===== src/rtl/hpt_pkg.sv =====
package hpt_pkg;
  localparam int AW       = 32;
  localparam int SEG_W    = 32;
  localparam int SEL_W    = 4;
  localparam int SEG_NUM  = 1 << SEL_W;
  localparam int PIDX_W   = 16;
  localparam int OFF_W    = 12;
  localparam int ENT_LOG2 = 3;

  typedef enum logic [2:0] {
    ST_HIT    = 3'd0,
    ST_NOFIND = 3'd1,
    ST_PROT   = 3'd2,
    ST_NOEXEC = 3'd3,
    ST_DIRECT = 3'd4
  } res_t;
endpackage


===== src/rtl/hpt_hash_calc.sv =====
module hpt_hash_calc
  import hpt_pkg::*;
(
  input  logic [SEG_W-1:0]  seg,
  input  logic [PIDX_W-1:0] pidx,
  input  logic [15:0]       tbl_base,
  input  logic [8:0]        tbl_size,
  input  logic              user_mode,
  output logic              key,
  output logic              direct_seg,
  output logic              noexec_seg,
  output logic [AW-1:0]     grp_pri,
  output logic [AW-1:0]     grp_sec,
  output logic [AW-1:0]     ptem
);
  logic [23:0]   vsid;
  logic [AW-1:0] mix, h1, h2, mask, base;
  logic          unused_seg_bits;

  assign unused_seg_bits = ^seg[27:24];

  always_comb begin
    vsid       = seg[23:0];
    key        = (seg[29] & user_mode) | (seg[30] & ~user_mode);
    direct_seg = seg[31];
    noexec_seg = seg[28];
    mix        = {8'h00, vsid ^ {8'h00, pidx}};
    h1         = (mix & 32'h0007_FFFF) << 6;
    h2         = ~h1 & 32'h01FF_FFC0;
    mask       = {7'b0, tbl_size, 16'hFFC0};
    base       = {tbl_base, 16'h0000};
    grp_pri    = base | (h1 & mask);
    grp_sec    = base | (h2 & mask);
    ptem       = {1'b0, vsid, 1'b0, pidx[15:10]};
  end
endmodule


===== src/rtl/hpt_prot_eval.sv =====
module hpt_prot_eval (
  input  logic       key,
  input  logic [1:0] pp,
  input  logic       is_write,
  output logic       can_rd,
  output logic       can_wr,
  output logic       grant
);
  always_comb begin
    if (!key) begin
      can_rd = 1'b1;
      can_wr = (pp != 2'b11);
    end else begin
      can_rd = (pp != 2'b00);
      can_wr = (pp == 2'b10);
    end
    grant = is_write ? can_wr : can_rd;
  end
endmodule


===== src/rtl/hpt_walk_ctrl.sv =====
module hpt_walk_ctrl
  import hpt_pkg::*;
#(
  parameter int GROUP_ENTRIES = 8
) (
  input  logic             clk,
  input  logic             rst_n,
  input  logic             start,
  input  logic             is_write,
  input  logic             is_fetch,
  input  logic [OFF_W-1:0] off,
  input  logic             key,
  input  logic             direct_seg,
  input  logic             noexec_seg,
  input  logic [AW-1:0]    grp_pri,
  input  logic [AW-1:0]    grp_sec,
  input  logic [AW-1:0]    ptem,
  output logic             key_q,
  output logic             wr_q,
  output logic [1:0]       pp,
  input  logic             can_rd,
  input  logic             can_wr,
  input  logic             grant,
  output logic             busy,
  output logic             done,
  output logic [2:0]       status,
  output logic [AW-1:0]    phys_addr,
  output logic             perm_rd,
  output logic             perm_wr,
  output logic             mem_req,
  output logic             mem_we,
  output logic [AW-1:0]    mem_addr,
  output logic [31:0]      mem_wdata,
  input  logic [63:0]      mem_rdata,
  input  logic             mem_ack
);
  localparam int IDX_W = (GROUP_ENTRIES > 1) ? $clog2(GROUP_ENTRIES) : 1;
  localparam logic [IDX_W-1:0] LAST_IDX = IDX_W'(GROUP_ENTRIES - 1);

  typedef enum logic [2:0] {S_IDLE, S_RD, S_EVAL, S_WR, S_FIN} st_t;

  st_t              st_q, st_d;
  logic             pass_q, pass_d;
  logic [IDX_W-1:0] idx_q, idx_d;
  logic [63:0]      ent_q;
  logic             ent_en;
  logic             seen_q, seen_d;
  logic [2:0]       stat_q, stat_d;
  logic [AW-1:0]    phys_q, phys_d;
  logic             prd_q, prd_d, pwr_q, pwr_d;
  logic [31:0]      wdat_q, wdat_d;
  logic             lat_en;
  logic             wr_l, key_l;
  logic [OFF_W-1:0] off_q;
  logic [AW-1:0]    gp_q, gs_q, ptem_q;

  logic [31:0]      w0, w1, w1_new;
  logic             match;
  logic [AW-1:0]    ent_addr;

  assign w0       = ent_q[63:32];
  assign w1       = ent_q[31:0];
  assign pp       = w1[1:0];
  assign key_q    = key_l;
  assign wr_q     = wr_l;
  assign match    = w0[31] && (w0[6] == pass_q) &&
                    ((w0 & 32'h7FFF_FFBF) == ptem_q);
  assign w1_new   = w1 | 32'h0000_0100 | (wr_l ? 32'h0000_0080 : 32'h0);
  assign ent_addr = (pass_q ? gs_q : gp_q) + (AW'(idx_q) << ENT_LOG2);

  assign lat_en   = (st_q == S_IDLE) && start;
  assign ent_en   = (st_q == S_RD) && mem_ack;

  always_comb begin
    st_d   = st_q;
    pass_d = pass_q;
    idx_d  = idx_q;
    seen_d = seen_q;
    stat_d = stat_q;
    phys_d = phys_q;
    prd_d  = prd_q;
    pwr_d  = pwr_q;
    wdat_d = wdat_q;
    unique case (st_q)
      S_IDLE: if (start) begin
        pass_d = 1'b0;
        idx_d  = '0;
        seen_d = 1'b0;
        prd_d  = 1'b0;
        pwr_d  = 1'b0;
        phys_d = '0;
        if (direct_seg) begin
          stat_d = ST_DIRECT;
          st_d   = S_FIN;
        end else if (is_fetch && noexec_seg) begin
          stat_d = ST_NOEXEC;
          st_d   = S_FIN;
        end else begin
          st_d = S_RD;
        end
      end
      S_RD: if (mem_ack) st_d = S_EVAL;
      S_EVAL: begin
        if (match && grant) begin
          stat_d = ST_HIT;
          phys_d = {w1[31:OFF_W], off_q};
          prd_d  = can_rd;
          pwr_d  = can_wr;
          wdat_d = w1_new;
          st_d   = (w1_new != w1) ? S_WR : S_FIN;
        end else begin
          seen_d = seen_q | match;
          if (idx_q == LAST_IDX) begin
            if (!pass_q) begin
              pass_d = 1'b1;
              idx_d  = '0;
              st_d   = S_RD;
            end else begin
              stat_d = (seen_q | match) ? ST_PROT : ST_NOFIND;
              st_d   = S_FIN;
            end
          end else begin
            idx_d = idx_q + 1'b1;
            st_d  = S_RD;
          end
        end
      end
      S_WR:  if (mem_ack) st_d = S_FIN;
      S_FIN: st_d = S_IDLE;
      default: st_d = S_IDLE;
    endcase
  end

  always_ff @(posedge clk or negedge rst_n) begin
    if (!rst_n) begin
      st_q   <= S_IDLE;
      pass_q <= 1'b0;
      idx_q  <= '0;
      seen_q <= 1'b0;
      stat_q <= 3'd0;
      phys_q <= '0;
      prd_q  <= 1'b0;
      pwr_q  <= 1'b0;
      wdat_q <= '0;
    end else begin
      st_q   <= st_d;
      pass_q <= pass_d;
      idx_q  <= idx_d;
      seen_q <= seen_d;
      stat_q <= stat_d;
      phys_q <= phys_d;
      prd_q  <= prd_d;
      pwr_q  <= pwr_d;
      wdat_q <= wdat_d;
    end
  end

  always_ff @(posedge clk or negedge rst_n) begin
    if (!rst_n) begin
      ent_q <= '0;
    end else if (ent_en) begin
      ent_q <= mem_rdata;
    end
  end

  always_ff @(posedge clk or negedge rst_n) begin
    if (!rst_n) begin
      wr_l   <= 1'b0;
      key_l  <= 1'b0;
      off_q  <= '0;
      gp_q   <= '0;
      gs_q   <= '0;
      ptem_q <= '0;
    end else if (lat_en) begin
      wr_l   <= is_write;
      key_l  <= key;
      off_q  <= off;
      gp_q   <= grp_pri;
      gs_q   <= grp_sec;
      ptem_q <= ptem;
    end
  end

  assign busy      = (st_q != S_IDLE);
  assign done      = (st_q == S_FIN);
  assign status    = stat_q;
  assign phys_addr = phys_q;
  assign perm_rd   = prd_q;
  assign perm_wr   = pwr_q;
  assign mem_req   = (st_q == S_RD) || (st_q == S_WR);
  assign mem_we    = (st_q == S_WR);
  assign mem_addr  = (st_q == S_WR) ? (ent_addr + AW'(4)) : ent_addr;
  assign mem_wdata = wdat_q;
endmodule


===== src/rtl/hpt_search.sv =====
module hpt_search
  import hpt_pkg::*;
#(
  parameter int GROUP_ENTRIES = 8
) (
  input  logic                   clk,
  input  logic                   rst_n,
  input  logic                   start,
  input  logic [AW-1:0]          ea,
  input  logic                   is_write,
  input  logic                   is_fetch,
  input  logic                   user_mode,
  input  logic [SEG_NUM*SEG_W-1:0] seg_regs,
  input  logic [31:0]            tbl_desc,
  output logic                   busy,
  output logic                   done,
  output logic [2:0]             status,
  output logic [AW-1:0]          phys_addr,
  output logic                   perm_rd,
  output logic                   perm_wr,
  output logic                   mem_req,
  output logic                   mem_we,
  output logic [AW-1:0]          mem_addr,
  output logic [31:0]            mem_wdata,
  input  logic [63:0]            mem_rdata,
  input  logic                   mem_ack
);
  logic [SEG_W-1:0] seg_sel;
  logic             key, direct_seg, noexec_seg;
  logic [AW-1:0]    grp_pri, grp_sec, ptem;
  logic             key_q, wr_q, can_rd, can_wr, grant;
  logic [1:0]       pp;
  logic             unused_desc_bits;

  assign unused_desc_bits = ^tbl_desc[15:9];
  assign seg_sel = seg_regs[SEG_W*ea[AW-1 -: SEL_W] +: SEG_W];

  hpt_hash_calc u_hash (
    .seg        (seg_sel),
    .pidx       (ea[OFF_W +: PIDX_W]),
    .tbl_base   (tbl_desc[31:16]),
    .tbl_size   (tbl_desc[8:0]),
    .user_mode  (user_mode),
    .key        (key),
    .direct_seg (direct_seg),
    .noexec_seg (noexec_seg),
    .grp_pri    (grp_pri),
    .grp_sec    (grp_sec),
    .ptem       (ptem)
  );

  hpt_prot_eval u_prot (
    .key      (key_q),
    .pp       (pp),
    .is_write (wr_q),
    .can_rd   (can_rd),
    .can_wr   (can_wr),
    .grant    (grant)
  );

  hpt_walk_ctrl #(.GROUP_ENTRIES(GROUP_ENTRIES)) u_ctrl (
    .clk        (clk),
    .rst_n      (rst_n),
    .start      (start),
    .is_write   (is_write),
    .is_fetch   (is_fetch),
    .off        (ea[OFF_W-1:0]),
    .key        (key),
    .direct_seg (direct_seg),
    .noexec_seg (noexec_seg),
    .grp_pri    (grp_pri),
    .grp_sec    (grp_sec),
    .ptem       (ptem),
    .key_q      (key_q),
    .wr_q       (wr_q),
    .pp         (pp),
    .can_rd     (can_rd),
    .can_wr     (can_wr),
    .grant      (grant),
    .busy       (busy),
    .done       (done),
    .status     (status),
    .phys_addr  (phys_addr),
    .perm_rd    (perm_rd),
    .perm_wr    (perm_wr),
    .mem_req    (mem_req),
    .mem_we     (mem_we),
    .mem_addr   (mem_addr),
    .mem_wdata  (mem_wdata),
    .mem_rdata  (mem_rdata),
    .mem_ack    (mem_ack)
  );
endmodule


===== config.mk =====
export PLATFORM = sky130hd
export DESIGN_NAME = hpt_search
export DESIGN_NICKNAME = d
export VERILOG_FILES = /design/src/rtl/hpt_pkg.sv /design/src/rtl/hpt_hash_calc.sv /design/src/rtl/hpt_prot_eval.sv /design/src/rtl/hpt_walk_ctrl.sv /design/src/rtl/hpt_search.sv
export SDC_FILE = /design/constraint.sdc
export NUM_CORES = 1
export LEC_CHECK = 0
export BUFFER_PORTS_ARGS = -buffer_cell sky130_fd_sc_hd__buf_2
export CORE_AREA = 2 2 291 293
export DETAILED_ROUTE_END_ITERATION = 8
export DIE_AREA = 0 0 293 295
export SYNTH_ARGS = -nofsm -noshare
export SYNTH_HDL_FRONTEND = slang
export SYNTH_SLANG_ARGS = --single-unit

===== constraint.sdc =====
create_clock -name clk -period 2.2 [get_ports clk]
set_input_delay 0.22 -clock clk [delete_from_list [all_inputs] [get_ports clk]]
set_output_delay 0.22 -clock clk [all_outputs]
set_load 0.1 [all_outputs]

==> metrics.md <==
| Metric | Value |
|---|---|
| Status | `finished, violations left` |
| Failing checks | `setup timing` |
| Routed vias | `12.5k` |
| Leak | `9.91 nW` |
| Clock Sinks | `230` |
| Final wirelength | `76.6 mm` |
| R2r endpoint | `u_ctrl.phys_addr[26]` |
| Area grow syn2layout | `60.8%` |
| Total grt overflow | `0` |
| Hold path cells | `5` |
| Hold Crit Start | `ea[15]` |
| Final instance area | `0.0211 mm2` |
| Cells on worst reg2reg path | `10` |
| Largest buffer count on any clock path | `3` |
| CP Launch Type | `flip-flop` |
| Hold Path Class | `input pin to flip-flop` |
| DP HPWL | `64.2 mm` |
| Seq/Total Area, Yosys | `0.439` |
| Clk slew on worst S/H paths | `0.06 ns` |
| Cells after synthesis | `1021` |
| Synth top area share | `0.439` |
| Relative slew slack | `0.575` |
| Die width | `293 um` |
| Total die area | `0.0864 mm2` |
| EDFF count, synth | `0` |
| Num ports | `752` |
| Type of the worst setup path | `flip-flop to flip-flop` |
| Remaining antenna violation count | `0` |
| Crit path max fanout | `16` |
| Max Cap Viol | `0` |
| Fin worst setup slack | `-0.0766 ns` |
| Pwr Total | `22.5 mW` |
| Initial drt markers | `666` |
| RSZ-0062 raised after global routing | `true` |
| Pwr dens | `1070 mW/mm2` |
| GP Congestion | `0.932` |
| Die height | `295 um` |
| First-pass DRT Iterations | `5` |
| Nets | `2508` |
| TNS Setup | `-2.33 ns` |
| GRT Overall Usage | `0.171` |
| Final Hold Fails | `0` |
| Initial antenna violation count | `93` |
| YS warnings | `0` |
| Final min period | `2.28 ns` |
| Core area | `0.0832 mm2` |
| Largest net degree at the start of global routing | `72` |
| Crit path DAT | `2.76 ns` |
| Top cells by count, synth | `dfrtp_1 (230), nand2_1 (207), mux4_2 (118)` |
| Ys async rst share | `1.00` |
| Synth area leaders | `dfrtp_1 (44%), mux4_2 (20%), mux2_2 (10%)` |
| Routed WL per cell | `25.6 um` |
| FF-to-FF setup slack | `-0.08 ns` |
| Initial Utilization | `0.158` |
| Compound-gate portion of the synthesized area | `0.0503` |
| Synthesized area | `0.0131 mm2` |
| Post-Place Setup Slack | `-0.388 ns` |
| Largest family of logic cells by synthesized area | `multiplexers` |
| Placed Area | `0.0185 mm2` |
| Post-Synth Adder-Cell Area | `0.00191` |
| Final setup violating endpoints | `56` |
| Netlist cell types | `48` |
| Final max-slew violation count | `0` |
| Post-synthesis simple-gate area fraction | `0.0882` |
| Rows | `106` |
| Xor/xnor share of the synthesized area | `0.0314` |
| Count leader, synth | `dfrtp_1` |
| Synth Flop Type | `dfrtp_1` |
| Setup crit end kind | `flip-flop` |
| Drc violations | `0` |
| Layout cells sized above 1 | `0.576` |
| Synthesized area per cell | `12.9 um2` |
| Port Buffer Count | `678` |
| Vias in the first global route | `12.9k` |
| Global-route wire length before repair | `102 mm` |
| Worst r2r src | `u_ctrl.ptem_q[12]` |
| Required @ worst endpoint | `2.68 ns` |
| Final worst-path cycle share | `1.03` |
| FMAX | `439 MHz` |
| Multiplexer share of the synthesized area | `0.347` |
| Least-Margin Pin Slew | `0.637 ns` |
| CTS tree | `built` |
| Vias per inst | `4.19` |
| CTS buffer count | `30` |
| Max Clock Skew | `0.0123 ns` |
| CTS Root Cell | `clkbuf_16` |
| Worst vdd ir | `0.000612 V` |
| Synthesized flop and latch total | `230` |
| H-tree Lvls | `1` |
| Hold Path End | `u_ctrl.gs_q[9]` |
| Latest clock arrival within the worst-skew pair | `0.59 ns` |
| Synth area leader | `dfrtp_1` |
==> sequential cells by signal, summed over array words and instances, names as in the netlist <==
register and count:
u_ctrl.key_q 1, u_ctrl.perm_wr 1, u_ctrl.gs_q 20, u_ctrl.phys_addr 32, u_ctrl.gp_q 25, u_ctrl.wr_q 1, u_ctrl.perm_rd 1, u_ctrl.off_q 12
u_ctrl.seen_q 1, u_ctrl.ent_q 64, u_ctrl.ptem_q 30, u_ctrl.idx_q 3, u_ctrl.mem_wdata 32, u_ctrl.status 3, u_ctrl.st_q 3, u_ctrl.pass_q 1
==> area by class of cell <==
cell class / instances / area (um2)
inverters: 12 / 45.0
flip-flops and latches: 230 / 5760
diodes: 34 / 85.1
well taps: 1080 / 1350
multi-input cells: 694 / 6960
clock inverters: 17 / 243
repair buffers: 891 / 5870
clock buffers: 37 / 787
fillers: 8774 / 62100
==> cell usage in the layout (no fill, tap or decap), types with 3 or more instances in the layout <==
cell / n
clkinv_2: 4
nand4_1: 9
buf_12: 34
buf_2: 654
buf_6: 4
inv_1: 8
a21oi_1: 22
nand2_1: 206
mux2_4: 10
mux4_2: 118
bufinv_16: 5
clkinvlp_4: 4
mux2_2: 107
buf_16: 3
mux4_1: 18
buf_4: 74
dfrtp_2: 5
inv_2: 4
o21ai_1: 18
xnor2_1: 45
dfrtp_1: 225
mux2i_1: 11
nor2_1: 17
diode_2: 34
nor3_1: 3
nand3_1: 16
nand2b_1: 7
dlygate4sd3_1: 120
o21ai_0: 17
a22o_1: 19
clkbuf_16: 30
o21a_1: 10
and2_1: 3
clkbuf_1: 6
==> metal layers <==
layer	GRT usage	routed length, um	up-vias	part of all wire
met2	0.298	37700	670	0.49
met1	0.197	29400	6147	0.38
met3	0.0534	6210	192	0.081
met4	0.0602	2980	36	0.039
met5	0	229	-	0.0030
li1	-	-	5494	-
==> report_power, final <==
part / switching (mW) / leakage, nW / total, mW / internal (mW)
Clock: 2.12 / 0.491 / 5.25 / 3.13
Combinational: 6.24 / 6.53 / 10.4 / 4.17
Sequential: 1.07 / 2.89 / 6.84 / 5.77
==> critical path, cell delays in order (launching register included) <==
cell	delay, ns
dfrtp_1	0.40
xnor2_1	0.17
nand4_1	0.14
buf_4	0.19
nor4_2	0.23
buf_4	0.20
and4_4	0.26
buf_12	0.12
nor2_4	0.08
buf_16	0.19
a22o_1	0.18
==> cells by family after synthesis <==
family / count (synthesis)
and+or+nand+nor: 278
other: 1
DFF: 230
buffers and inverters: 98
AOI/OAI and AO/OA: 101
muxes: 264
xor gates and xnor gates: 47
adders and majority gates: 2
==> repair_timing <==
action,in CTS,in global routing
pin swaps,8,4
buffers inserted,6,0
hold buffers,120,0
gates resized for setup,40,11
setup endpoints to repair,95,74
hold endpoints to repair,190,0
gates cloned,3,0
==> worst max path at each step <==
stage	start	end	slack [ns]	cells after the start
final	u_ctrl.ptem_q[12]	u_ctrl.phys_addr[26]	-0.08	10
after detailed placement	u_ctrl.ptem_q[5]	u_ctrl.status[0]	-0.39	7
after global placement	ea[28]	u_ctrl.gp_q[23]	-0.33	7
after floorplan	u_ctrl.st_q[0]	mem_addr[2]	-0.38	4
after global routing	u_ctrl.ent_q[37]	u_ctrl.mem_wdata[24]	-0.23	9
after CTS	u_ctrl.ent_q[37]	u_ctrl.phys_addr[26]	-0.12	9
==> stage by stage <==
step | hold WS (ns) | instances | util
after floorplan | -0.0756 | 1022 | -
after global placement | 0.256 | 2780 | 0.223
after detailed placement | 0.261 | 2780 | 0.223
after CTS | 0.0390 | 2962 | 0.253
after global routing | 0.0823 | 2983 | 0.253
final | 0.0879 | 2995 | 0.254
Note: power is estimated with default switching activity, not from simulation.
